--- src/rtl/psub_pkg.sv ---
`timescale 1ns/1ps
package psub_pkg;

  // Lane width select codes
  typedef enum logic [1:0] {
    LN_BYTE  = 2'd0,
    LN_WORD  = 2'd1,
    LN_DWORD = 2'd2,
    LN_RSV   = 2'd3
  } lane_e;

  // Arithmetic mode codes
  typedef enum logic [1:0] {
    MD_WRAP = 2'd0,
    MD_SSAT = 2'd1,
    MD_USAT = 2'd2,
    MD_RSV  = 2'd3
  } mode_e;

  localparam int BYTE_W  = 8;
  localparam int WORD_W  = 16;
  localparam int DWORD_W = 32;

endpackage

--- src/rtl/psub_lane.sv ---
`timescale 1ns/1ps
// One subtraction lane of width W with optional signed or unsigned clamping.
module psub_lane
  import psub_pkg::*;
#(
  parameter int W = 8
) (
  input  logic [W-1:0] a,
  input  logic [W-1:0] b,
  input  mode_e        mode,
  output logic [W-1:0] res,
  output logic         clamped
);

  localparam logic [W-1:0] S_MAX = {1'b0, {(W-1){1'b1}}};
  localparam logic [W-1:0] S_MIN = {1'b1, {(W-1){1'b0}}};

  // Sign-extended difference: one extra bit exposes signed overflow.
  logic [W:0] sdiff;
  logic       s_ovf;
  logic       u_borrow;

  assign sdiff    = {a[W-1], a} - {b[W-1], b};
  assign s_ovf    = sdiff[W] ^ sdiff[W-1];
  assign u_borrow = (a < b);

  always_comb begin
    res     = sdiff[W-1:0];
    clamped = 1'b0;
    unique case (mode)
      MD_SSAT: begin
        if (s_ovf) begin
          res     = sdiff[W] ? S_MIN : S_MAX;
          clamped = 1'b1;
        end
      end
      MD_USAT: begin
        if (u_borrow) begin
          res     = '0;
          clamped = 1'b1;
        end
      end
      default: ;
    endcase
  end

endmodule

--- src/rtl/psub_bank.sv ---
`timescale 1ns/1ps
// All lane shapes computed in parallel; the top selects one.
module psub_bank
  import psub_pkg::*;
#(
  parameter int DATA_W = 64
) (
  input  logic [DATA_W-1:0]         a,
  input  logic [DATA_W-1:0]         b,
  input  mode_e                     mode,
  output logic [DATA_W-1:0]         byte_res,
  output logic [DATA_W/BYTE_W-1:0]  byte_clamp,
  output logic [DATA_W-1:0]         word_res,
  output logic [DATA_W/WORD_W-1:0]  word_clamp,
  output logic [DATA_W-1:0]         dw_res
);

  localparam int NB = DATA_W / BYTE_W;
  localparam int NW = DATA_W / WORD_W;
  localparam int ND = DATA_W / DWORD_W;

  for (genvar g = 0; g < NB; g++) begin : g_byte
    psub_lane #(.W(BYTE_W)) u_lane (
      .a       (a[g*BYTE_W +: BYTE_W]),
      .b       (b[g*BYTE_W +: BYTE_W]),
      .mode    (mode),
      .res     (byte_res[g*BYTE_W +: BYTE_W]),
      .clamped (byte_clamp[g])
    );
  end

  for (genvar g = 0; g < NW; g++) begin : g_word
    psub_lane #(.W(WORD_W)) u_lane (
      .a       (a[g*WORD_W +: WORD_W]),
      .b       (b[g*WORD_W +: WORD_W]),
      .mode    (mode),
      .res     (word_res[g*WORD_W +: WORD_W]),
      .clamped (word_clamp[g])
    );
  end

  // Doubleword lanes only ever wrap.
  for (genvar g = 0; g < ND; g++) begin : g_dword
    assign dw_res[g*DWORD_W +: DWORD_W] =
      a[g*DWORD_W +: DWORD_W] - b[g*DWORD_W +: DWORD_W];
  end

endmodule

--- src/rtl/psub_legal.sv ---
`timescale 1ns/1ps
// Decodes whether a lane-width / mode pairing is supported.
module psub_legal
  import psub_pkg::*;
(
  input  lane_e lane,
  input  mode_e mode,
  output logic  legal
);

  always_comb begin
    legal = 1'b1;
    if (lane == LN_RSV || mode == MD_RSV) begin
      legal = 1'b0;
    end else if (lane == LN_DWORD && mode != MD_WRAP) begin
      legal = 1'b0;
    end
  end

endmodule

--- src/rtl/psub_sat.sv ---
`timescale 1ns/1ps
module psub_sat
  import psub_pkg::*;
#(
  parameter int DATA_W = 64
) (
  input  logic                     clk,
  input  logic                     rst,
  input  logic [DATA_W-1:0]        opnd_a,
  input  logic [DATA_W-1:0]        opnd_b,
  input  logic [1:0]               lane_sel,
  input  logic [1:0]               mode_sel,
  output logic [DATA_W-1:0]        diff_q,
  output logic [DATA_W/BYTE_W-1:0] clamp_q,
  output logic                     bad_q
);

  localparam int NB = DATA_W / BYTE_W;
  localparam int NW = DATA_W / WORD_W;

  lane_e lane;
  mode_e mode;
  assign lane = lane_e'(lane_sel);
  assign mode = mode_e'(mode_sel);

  logic [DATA_W-1:0] byte_res, word_res, dw_res;
  logic [NB-1:0]     byte_clamp;
  logic [NW-1:0]     word_clamp;
  logic              legal;

  psub_bank #(.DATA_W(DATA_W)) u_bank (
    .a          (opnd_a),
    .b          (opnd_b),
    .mode       (mode),
    .byte_res   (byte_res),
    .byte_clamp (byte_clamp),
    .word_res   (word_res),
    .word_clamp (word_clamp),
    .dw_res     (dw_res)
  );

  psub_legal u_legal (
    .lane  (lane),
    .mode  (mode),
    .legal (legal)
  );

  logic [DATA_W-1:0] nxt_res;
  logic [NB-1:0]     nxt_clamp;
  logic              nxt_bad;

  always_comb begin
    nxt_res   = '0;
    nxt_clamp = '0;
    nxt_bad   = 1'b0;
    if (!legal) begin
      nxt_bad = 1'b1;
    end else begin
      unique case (lane)
        LN_BYTE: begin
          nxt_res   = byte_res;
          nxt_clamp = byte_clamp;
        end
        LN_WORD: begin
          nxt_res   = word_res;
          nxt_clamp = {{(NB-NW){1'b0}}, word_clamp};
        end
        LN_DWORD: nxt_res = dw_res;
        default: ;
      endcase
    end
  end

  always_ff @(posedge clk) begin
    if (rst) begin
      diff_q  <= '0;
      clamp_q <= '0;
      bad_q   <= 1'b0;
    end else begin
      diff_q  <= nxt_res;
      clamp_q <= nxt_clamp;
      bad_q   <= nxt_bad;
    end
  end

endmodule

--- config.mk ---
export PLATFORM = sky130hd
export DESIGN_NAME = psub_sat
export DESIGN_NICKNAME = d
export VERILOG_FILES = /design/src/rtl/psub_pkg.sv /design/src/rtl/psub_lane.sv /design/src/rtl/psub_bank.sv /design/src/rtl/psub_legal.sv /design/src/rtl/psub_sat.sv
export SDC_FILE = /design/constraint.sdc
export NUM_CORES = 1
export LEC_CHECK = 0
export BUFFER_PORTS_ARGS = -buffer_cell sky130_fd_sc_hd__buf_2
export CAP_MARGIN = 30
export CORE_ASPECT_RATIO = 0.9
export CORE_MARGIN = 5
export CORE_UTILIZATION = 50
export CTS_BUF_LIST = sky130_fd_sc_hd__clkbuf_16
export DETAILED_ROUTE_END_ITERATION = 16
export PLACE_DENSITY = 0.74
export SLEW_MARGIN = 10
export SYNTH_ARGS = -nofsm -noshare
export SYNTH_HDL_FRONTEND = slang
export SYNTH_SLANG_ARGS = --single-unit
--- constraint.sdc ---
create_clock -name clk -period 3.4 [get_ports clk]
set_input_delay 0.17 -clock clk [delete_from_list [all_inputs] [get_ports clk]]
set_output_delay 0.17 -clock clk [all_outputs]
set_load 0.03 [all_outputs]
==> results.json, run 1 <==
{
  "grt_pass1_vias": 10616,
  "area_growth_pct": 19.3,
  "drv_slew": 0,
  "syn_avg_cell_area_um2": 7.01,
  "routedWlPerCell_um": 18.7,
  "grt_max_degree": 33,
  "ys_types": 87,
  "ys_seq_elements": 73,
  "fin_cells": 1851,
  "period_share_pct": 88.6,
  "crit_fanout": 5,
  "drtIter0Drc": 1162,
  "yosysSeqAreaShare_pct": 15.2,
  "vias": 11300,
  "p_per_area_mw_per_mm2": 339,
  "grt-ovfl-total": 0,
  "rows": 48,
  "synth_cells": 1376,
  "die_x_um": 156,
  "async_flop_share_pct": 0,
  "num-fill-cells": 1817,
  "dr.pass1.iters": 7,
  "dp_cells": 1833,
  "die_h_um": 142,
  "power_leakage_nw": 5.53,
  "wl_met2_um": 15500,
  "die_area_mm2": 0.0222,
  "crit_arrival_ps": 3230,
  "clock_sinks": 73,
  "cap_viol_max_count": 0,
  "cts_buffer_depth": 2,
  "top_layer": "met4",
  "worstSetupEndpointType": "flip-flop",
  "tritoncts": "built",
  "worst_slew_pin_slew_ps": 715,
  "min_path_cells": 2,
  "final_cell_mix": "206 x buf_2, 147 x a21oi_1, 126 x nand2_1, 124 x inv_1, 93 x o21ai_0",
  "grt_pass1_wl_um": 54600,
  "initial_core_util_pct": 50.5,
  "synth.net_count": 1598,
  "wirelength_um": 34600,
  "dp_hpwl_um": 27400,
  "min_from": "rst",
  "gp_congestion": 1.00,
  "crit_type": "input pin to flip-flop",
  "cts_root_buf": "clkbuf_16",
  "setup_viol": 0,
  "hold_buffers": 0,
  "antenna_left": 0,
  "cp-start-kind": "input pin",
  "core-area_mm2": 0.0191,
  "path_clk_slew_ps": 60,
  "ioPinCount": 207,
  "antenna_found_initial": 2,
  "wl_met3_um": 3390,
  "fin_setup_tns_ps": 0,
  "netlist_area_mm2": 0.00964,
  "synth_area_leaders": "dfxtp_1 15%, ha_1 10%, a21oi_1 7.6%",
  "viasPerCell": 6.10,
  "max_freq_mhz": 332,
  "grt.total_usage_pct": 30.1,
  "wl_met1_um": 14400,
  "final_common_cell": "buf_2",
  "final_layout_size_suffix_gt1_share_pct": 20.6,
  "synth_warnings": 0,
  "portBuffers": 206,
  "ir_worst_vdd_mv": 0.236,
  "placed_area_mm2": 0.0112,
  "relSlewSlack_pct": 52.1,
  "layout_setup_ws_ps": 388,
  "nNetsFinal": 1816,
  "finalHoldViolations": 0,
  "post-place-ws_ps": 52.0,
  "synth_ff_type": "dfxtp_1",
  "numCtsBuffers": 9,
  "rsz0062_at_grt": "no",
  "yosysTopAreaCellShare_pct": 15.2,
  "yosys.area.top_type": "dfxtp_1",
  "hold_path.class": "input pin to flip-flop",
  "synth_enable_flop_cells": 0,
  "htree_levels": 3,
  "post-route-cell-area_mm2": 0.0115,
  "drc": 0,
  "timing.final.crit_period_ps": 3010,
  "whs_endpoint": "bad_q$_SDFF_PP0_",
  "outcome": "completed",
  "required_ps": 3620
}
-- how the worst max path moves through the flow --
stage,from,end,slack (ps),cells past startpoint
2_1_floorplan,opnd_a[16],diff_q[22]$_SDFF_PP0_,450,16
3_3_place_gp,opnd_a[16],diff_q[22]$_SDFF_PP0_,150,18
3_5_place_dp,opnd_a[16],diff_q[22]$_SDFF_PP0_,50,18
4_1_cts,opnd_a[16],diff_q[22]$_SDFF_PP0_,420,18
5_1_grt,opnd_a[16],diff_q[26]$_SDFF_PP0_,30,18
6_report,opnd_a[16],diff_q[26]$_SDFF_PP0_,390,18
-- where the power goes --
| group | internal [mW] | switching, mW |
|---|---|---|
| clock network | 0.479 | 0.405 |
| logic | 0.818 | 1.28 |
| registers | 0.903 | 0.0147 |
-- through the flow --
stage                     hold WS, ps  util, %  total power [mW]
after floorplan                   242        -              2.37
after global placement            450     58.9              2.95
after detailed placement          452     58.9              2.98
after CTS                        80.9     60.2              3.86
after global routing             92.7     60.2              4.13
final                            98.0     60.2              3.90
-- worst max-delay path: stages --
cell and delay (ps):
buf_2 110, inv_1 50, ha_1 170, inv_1 60, fa_1 380, a21o_1 170
a21oi_1 150, buf_4 150, o22ai_1 90, o21ai_0 300, nand2_1 120, inv_1 100
ha_1 260, buf_4 150, nand2_1 100, nor2_1 120, a2111oi_0 450, a21oi_1 120
-- Yosys cell counts (all sizes together), types with 11 or more instances --
cell	count
a21oi	151
nand2	126
inv	124
o21ai	115
nor2	89
ha	80
dfxtp	73
clkbuf	55
xnor2	53
a21o	46
a31oi	39
xor2	37
nor3	34
nand3	24
o21bai	22
buf	21
o22ai	21
nand4	18
o21a	17
nor2b	16
a211oi	15
and3	12
o211ai	12
a221oi	11
o221ai	11
-- layer usage --
metal  global-route usage [%]  up-vias
li1                         -     5413
met1                     40.4     5166
met2                     47.9      619
met3                     5.37      102
met4                     11.9        0
met5                        0        -
-- what timing repair did --
item | in CTS | in global routing
endpoints found under the hold margin | 0 | 0
resized for setup | 0 | 1
buffers inserted | 0 | 0
setup endpoints to repair | 0 | 2
-- cell type report --
cell class	instances	area, um2	area share, %
multi-input cells	1100	7380	64.2
inverters	127	477	4.14
clock buffers	9	225	1.96
clock inverters	7	28.8	0.250
repair buffers	283	1610	14.0
flip-flops and latches	73	1460	12.7
diodes	2	5.00	0.0435
well taps	250	313	2.72
-- cells by family after synthesis --
family                   after synthesis  synth area share [%]
flip-flops                            73                  15.2
adder cells (fa/ha/maj)               88                  12.0
AO/OA/AOI/OAI                        546                  37.6
multiplexers                           8                 0.856
buffers and inverters                203                  8.33
AND/OR/NAND/NOR                      368                  17.9
XOR/XNOR                              90                  8.18
-- registers in the layout, indices dropped and copies added (netlist names) --
signal   flops
bad_q        1
clamp_q      8
diff_q      64
Power figures use the tool's default switching activity.
==> inputs of run 2 (changes only) <==
- PLACE_DENSITY: 0.74 -> 0.7
- SYNTH_HIERARCHICAL: unset -> 1
==> run 2 against run 1 <==
Compared with the run above:
- core utilization decreased by 5.3 points
- combinational power increased by 82%
- sequential cell count unchanged
- synthesized cell count increased by 71%
- critical path depth decreased by 3
- wire length increased by 59%
- final area increased by 72%
- non-clock buffer count decreased by 51
- first-iteration DRC count increased by 29%
- maximum frequency decreased by 2.7%
- via count increased by 59%
- largest cell class unchanged
==> results.json, run 2 <==
{
  "syn_avg_cell_area_um2": 7.74,
  "async_flop_share_pct": 0,
  "cp-start-kind": "input pin",
  "path_clk_slew_ps": 70,
  "worst-path-buf-inv": 4,
  "clock_sinks": 73,
  "placed_area_mm2": 0.0195,
  "setup_viol": 0,
  "yosys.area_share.simple_pct": 22.2,
  "nNetsFinal": 2874,
  "worstSetupEndpointType": "flip-flop",
  "grt.total_usage_pct": 26.2,
  "tritoncts": "built",
  "ys_types": 85,
  "grt_pass1_vias": 16735,
  "dp_hpwl_um": 44300,
  "postCtsResizedCells": 0,
  "dr.pass1.iters": 5,
  "hold_buffers": 1,
  "worst_slew_pin_slew_ps": 869,
  "yosysSeqAreaShare_pct": 8.02,
  "finalHoldViolations": 0,
  "final_layout_size_suffix_gt1_share_pct": 21.1,
  "synth_compound_area_share_pct": 37.0,
  "top_register": "diff_q",
  "synth_top_family_by_area": "compound AO/OA/AOI/OAI gates",
  "cts_root_buf": "clkbuf_16",
  "crit_fanout": 5,
  "power_leakage_nw": 9.34,
  "die_h_um": 191,
  "synthAdderAreaFrac_pct": 16.2,
  "outcome": "completed",
  "required_ps": 3620,
  "rsz0062_at_grt": "no",
  "grt-ovfl-total": 0,
  "ir_worst_vdd_mv": 0.240,
  "relSlewSlack_pct": 42.1,
  "final_common_cell": "inv_1",
  "drv_slew": 0,
  "hold_path.class": "input pin to flip-flop",
  "antenna_left": 0,
  "yosysTopAreaCellShare_pct": 14.7,
  "die_x_um": 211,
  "initial_core_util_pct": 50.5,
  "whs_endpoint": "diff_q[15]$_SDFF_PP0_",
  "p_per_area_mw_per_mm2": 293,
  "cts_buffer_depth": 2,
  "netlist_area_mm2": 0.0182,
  "max_freq_mhz": 323,
  "synthXorXnorAreaFrac_pct": 6.33,
  "crit_arrival_ps": 3320,
  "yosys.area.top_type": "ha_1",
  "period_share_pct": 91.1,
  "largest_reg_flops": 64,
  "crit_type": "input pin to flip-flop",
  "synth_cells": 2355,
  "grt_pass1_wl_um": 87300,
  "synth_enable_flop_cells": 0,
  "cp-startpoint": "opnd_b[8]",
  "antenna_found_initial": 8,
  "synth_area_leaders": "ha_1 15%, a211oi_2 8.5%, dfxtp_1 8.0%",
  "synth_common_cells": "301 x inv_1, 222 x a21oi_1, 214 x ha_1",
  "area_growth_pct": 8.76,
  "finalPower_mw": 5.80,
  "vias": 17919,
  "drc": 0,
  "timing.final.crit_period_ps": 3100,
  "final_cell_mix": "301 x inv_1, 222 x a21oi_1, 214 x ha_1, 204 x buf_2, 129 x nor2_1",
  "gp_congestion": 0.989,
  "yosysMostFrequentCell": "inv_1",
  "max_stage_delay_ps": 630,
  "post-place-ws_ps": 2.04,
  "synth_ff_type": "dfxtp_1",
  "routedWlPerCell_um": 18.4,
  "crit_path_top_delay_cell": "a2111oi_0",
  "rows": 66,
  "synth.net_count": 2717,
  "ioPinCount": 207,
  "cap_viol_max_count": 0,
  "synth_warnings": 6,
  "min_path_cells": 3,
  "portBuffers": 206,
  "numCtsBuffers": 9,
  "core-area_mm2": 0.0361,
  "min_from": "lane_sel[1]",
  "htree_levels": 3,
  "layout_setup_ws_ps": 304,
  "crit_path_cell_trace": "buf_2 -> inv_1 -> ha_1 -> nand3_1 -> a2111oi_0 -> buf_1 -> nor4b_1 -> buf_4 -> nor3_1 -> o311ai_1 -> and2_1 -> o21ai_1 -> xor2_1 -> a211oi_1 -> a211oi_2",
  "grt_max_degree": 79,
  "die_area_mm2": 0.0404,
  "ys_seq_elements": 73,
  "post_cts_buffers": 0,
  "post-route-cell-area_mm2": 0.0198,
  "reg_top3": "diff_q x64, clamp_q x8, bad_q x1",
  "cpLargestDelayFamily": "compound AO/OA/AOI/OAI gates",
  "viasPerCell": 5.98,
  "drtIter0Drc": 1494,
  "synthMuxAreaShare_pct": 0.824,
  "wirelength_um": 55100
}
==> run 2: changes by cell type in the layout (fill, tap and decap cells not counted), moves of 21 or more <==
cell	change
xnor2_1	+30
nor2_1	+41
o21a_1	+22
inv_1	+177
buf_4	-54
nand2b_4	+62
nor2b_1	+96
a21o_1	+21
a21oi_1	+75
nand2b_1	+27
ha_1	+134
a211oi_2	+123
==> run 2: cells by family after synthesis <==
kind of cell / Yosys count
buffers and inverters: 387
AO/OA/AOI/OAI: 865
XOR/XNOR: 130
AND/OR/NAND/NOR: 657
adder cells (fa/ha/maj): 228
flip-flops: 73
multiplexers: 15
==> run 2: metal layers <==
layer	part of all wire, %	track usage [%]	up-vias
li1	-	-	8802
met1	47	37.2	8410
met2	44	40.6	604
met3	6.5	3.86	97
met4	3.1	8.75	6
met5	0.062	0	-
==> run 2: worst max-delay path by stage <==
stage | end | slack [ps] | depth (start not counted)
4_1_cts | diff_q[27]$_SDFF_PP0_ | 390 | 15
3_3_place_gp | diff_q[27]$_SDFF_PP0_ | -220 | 14
6_report | diff_q[27]$_SDFF_PP0_ | 300 | 15
2_1_floorplan | diff_q[49]$_SDFF_PP0_ | 730 | 12
5_1_grt | diff_q[27]$_SDFF_PP0_ | 110 | 15
3_5_place_dp | diff_q[27]$_SDFF_PP0_ | 2 | 15
==> run 2: final cells by class <==
class / count / area, um2
Timing Repair Buffer: 232 / 1250
Inverter: 301 / 1130
Tap cell: 476 / 596
Sequential cell: 73 / 1460
Antenna cell: 5 / 12.5
Multi-Input combinational cell: 1895 / 15100
Fill cell: 3486 / 16300
Clock inverter: 7 / 78.8
Clock buffer: 9 / 225
==> run 2: where the power goes <==
part	internal (mW)	switching [mW]	total, mW
Sequential	0.903	0.0168	0.920
Clock	0.574	0.478	1.05
Combinational	1.55	2.28	3.83
Total	3.02	2.77	5.80
==> run 2: metrics by stage <==
step / hold WS (ps) / setup TNS [ps] / util [%] / cells
after floorplan: 237 / 0 / - / 2355
after global routing: 370 / 0 / 54.9 / 2998
after detailed placement: 344 / 0 / 54.0 / 2976
after CTS: 350 / 0 / 54.9 / 2993
final: 353 / 0 / 54.9 / 2998
after global placement: 339 / -541 / 54.0 / 2975
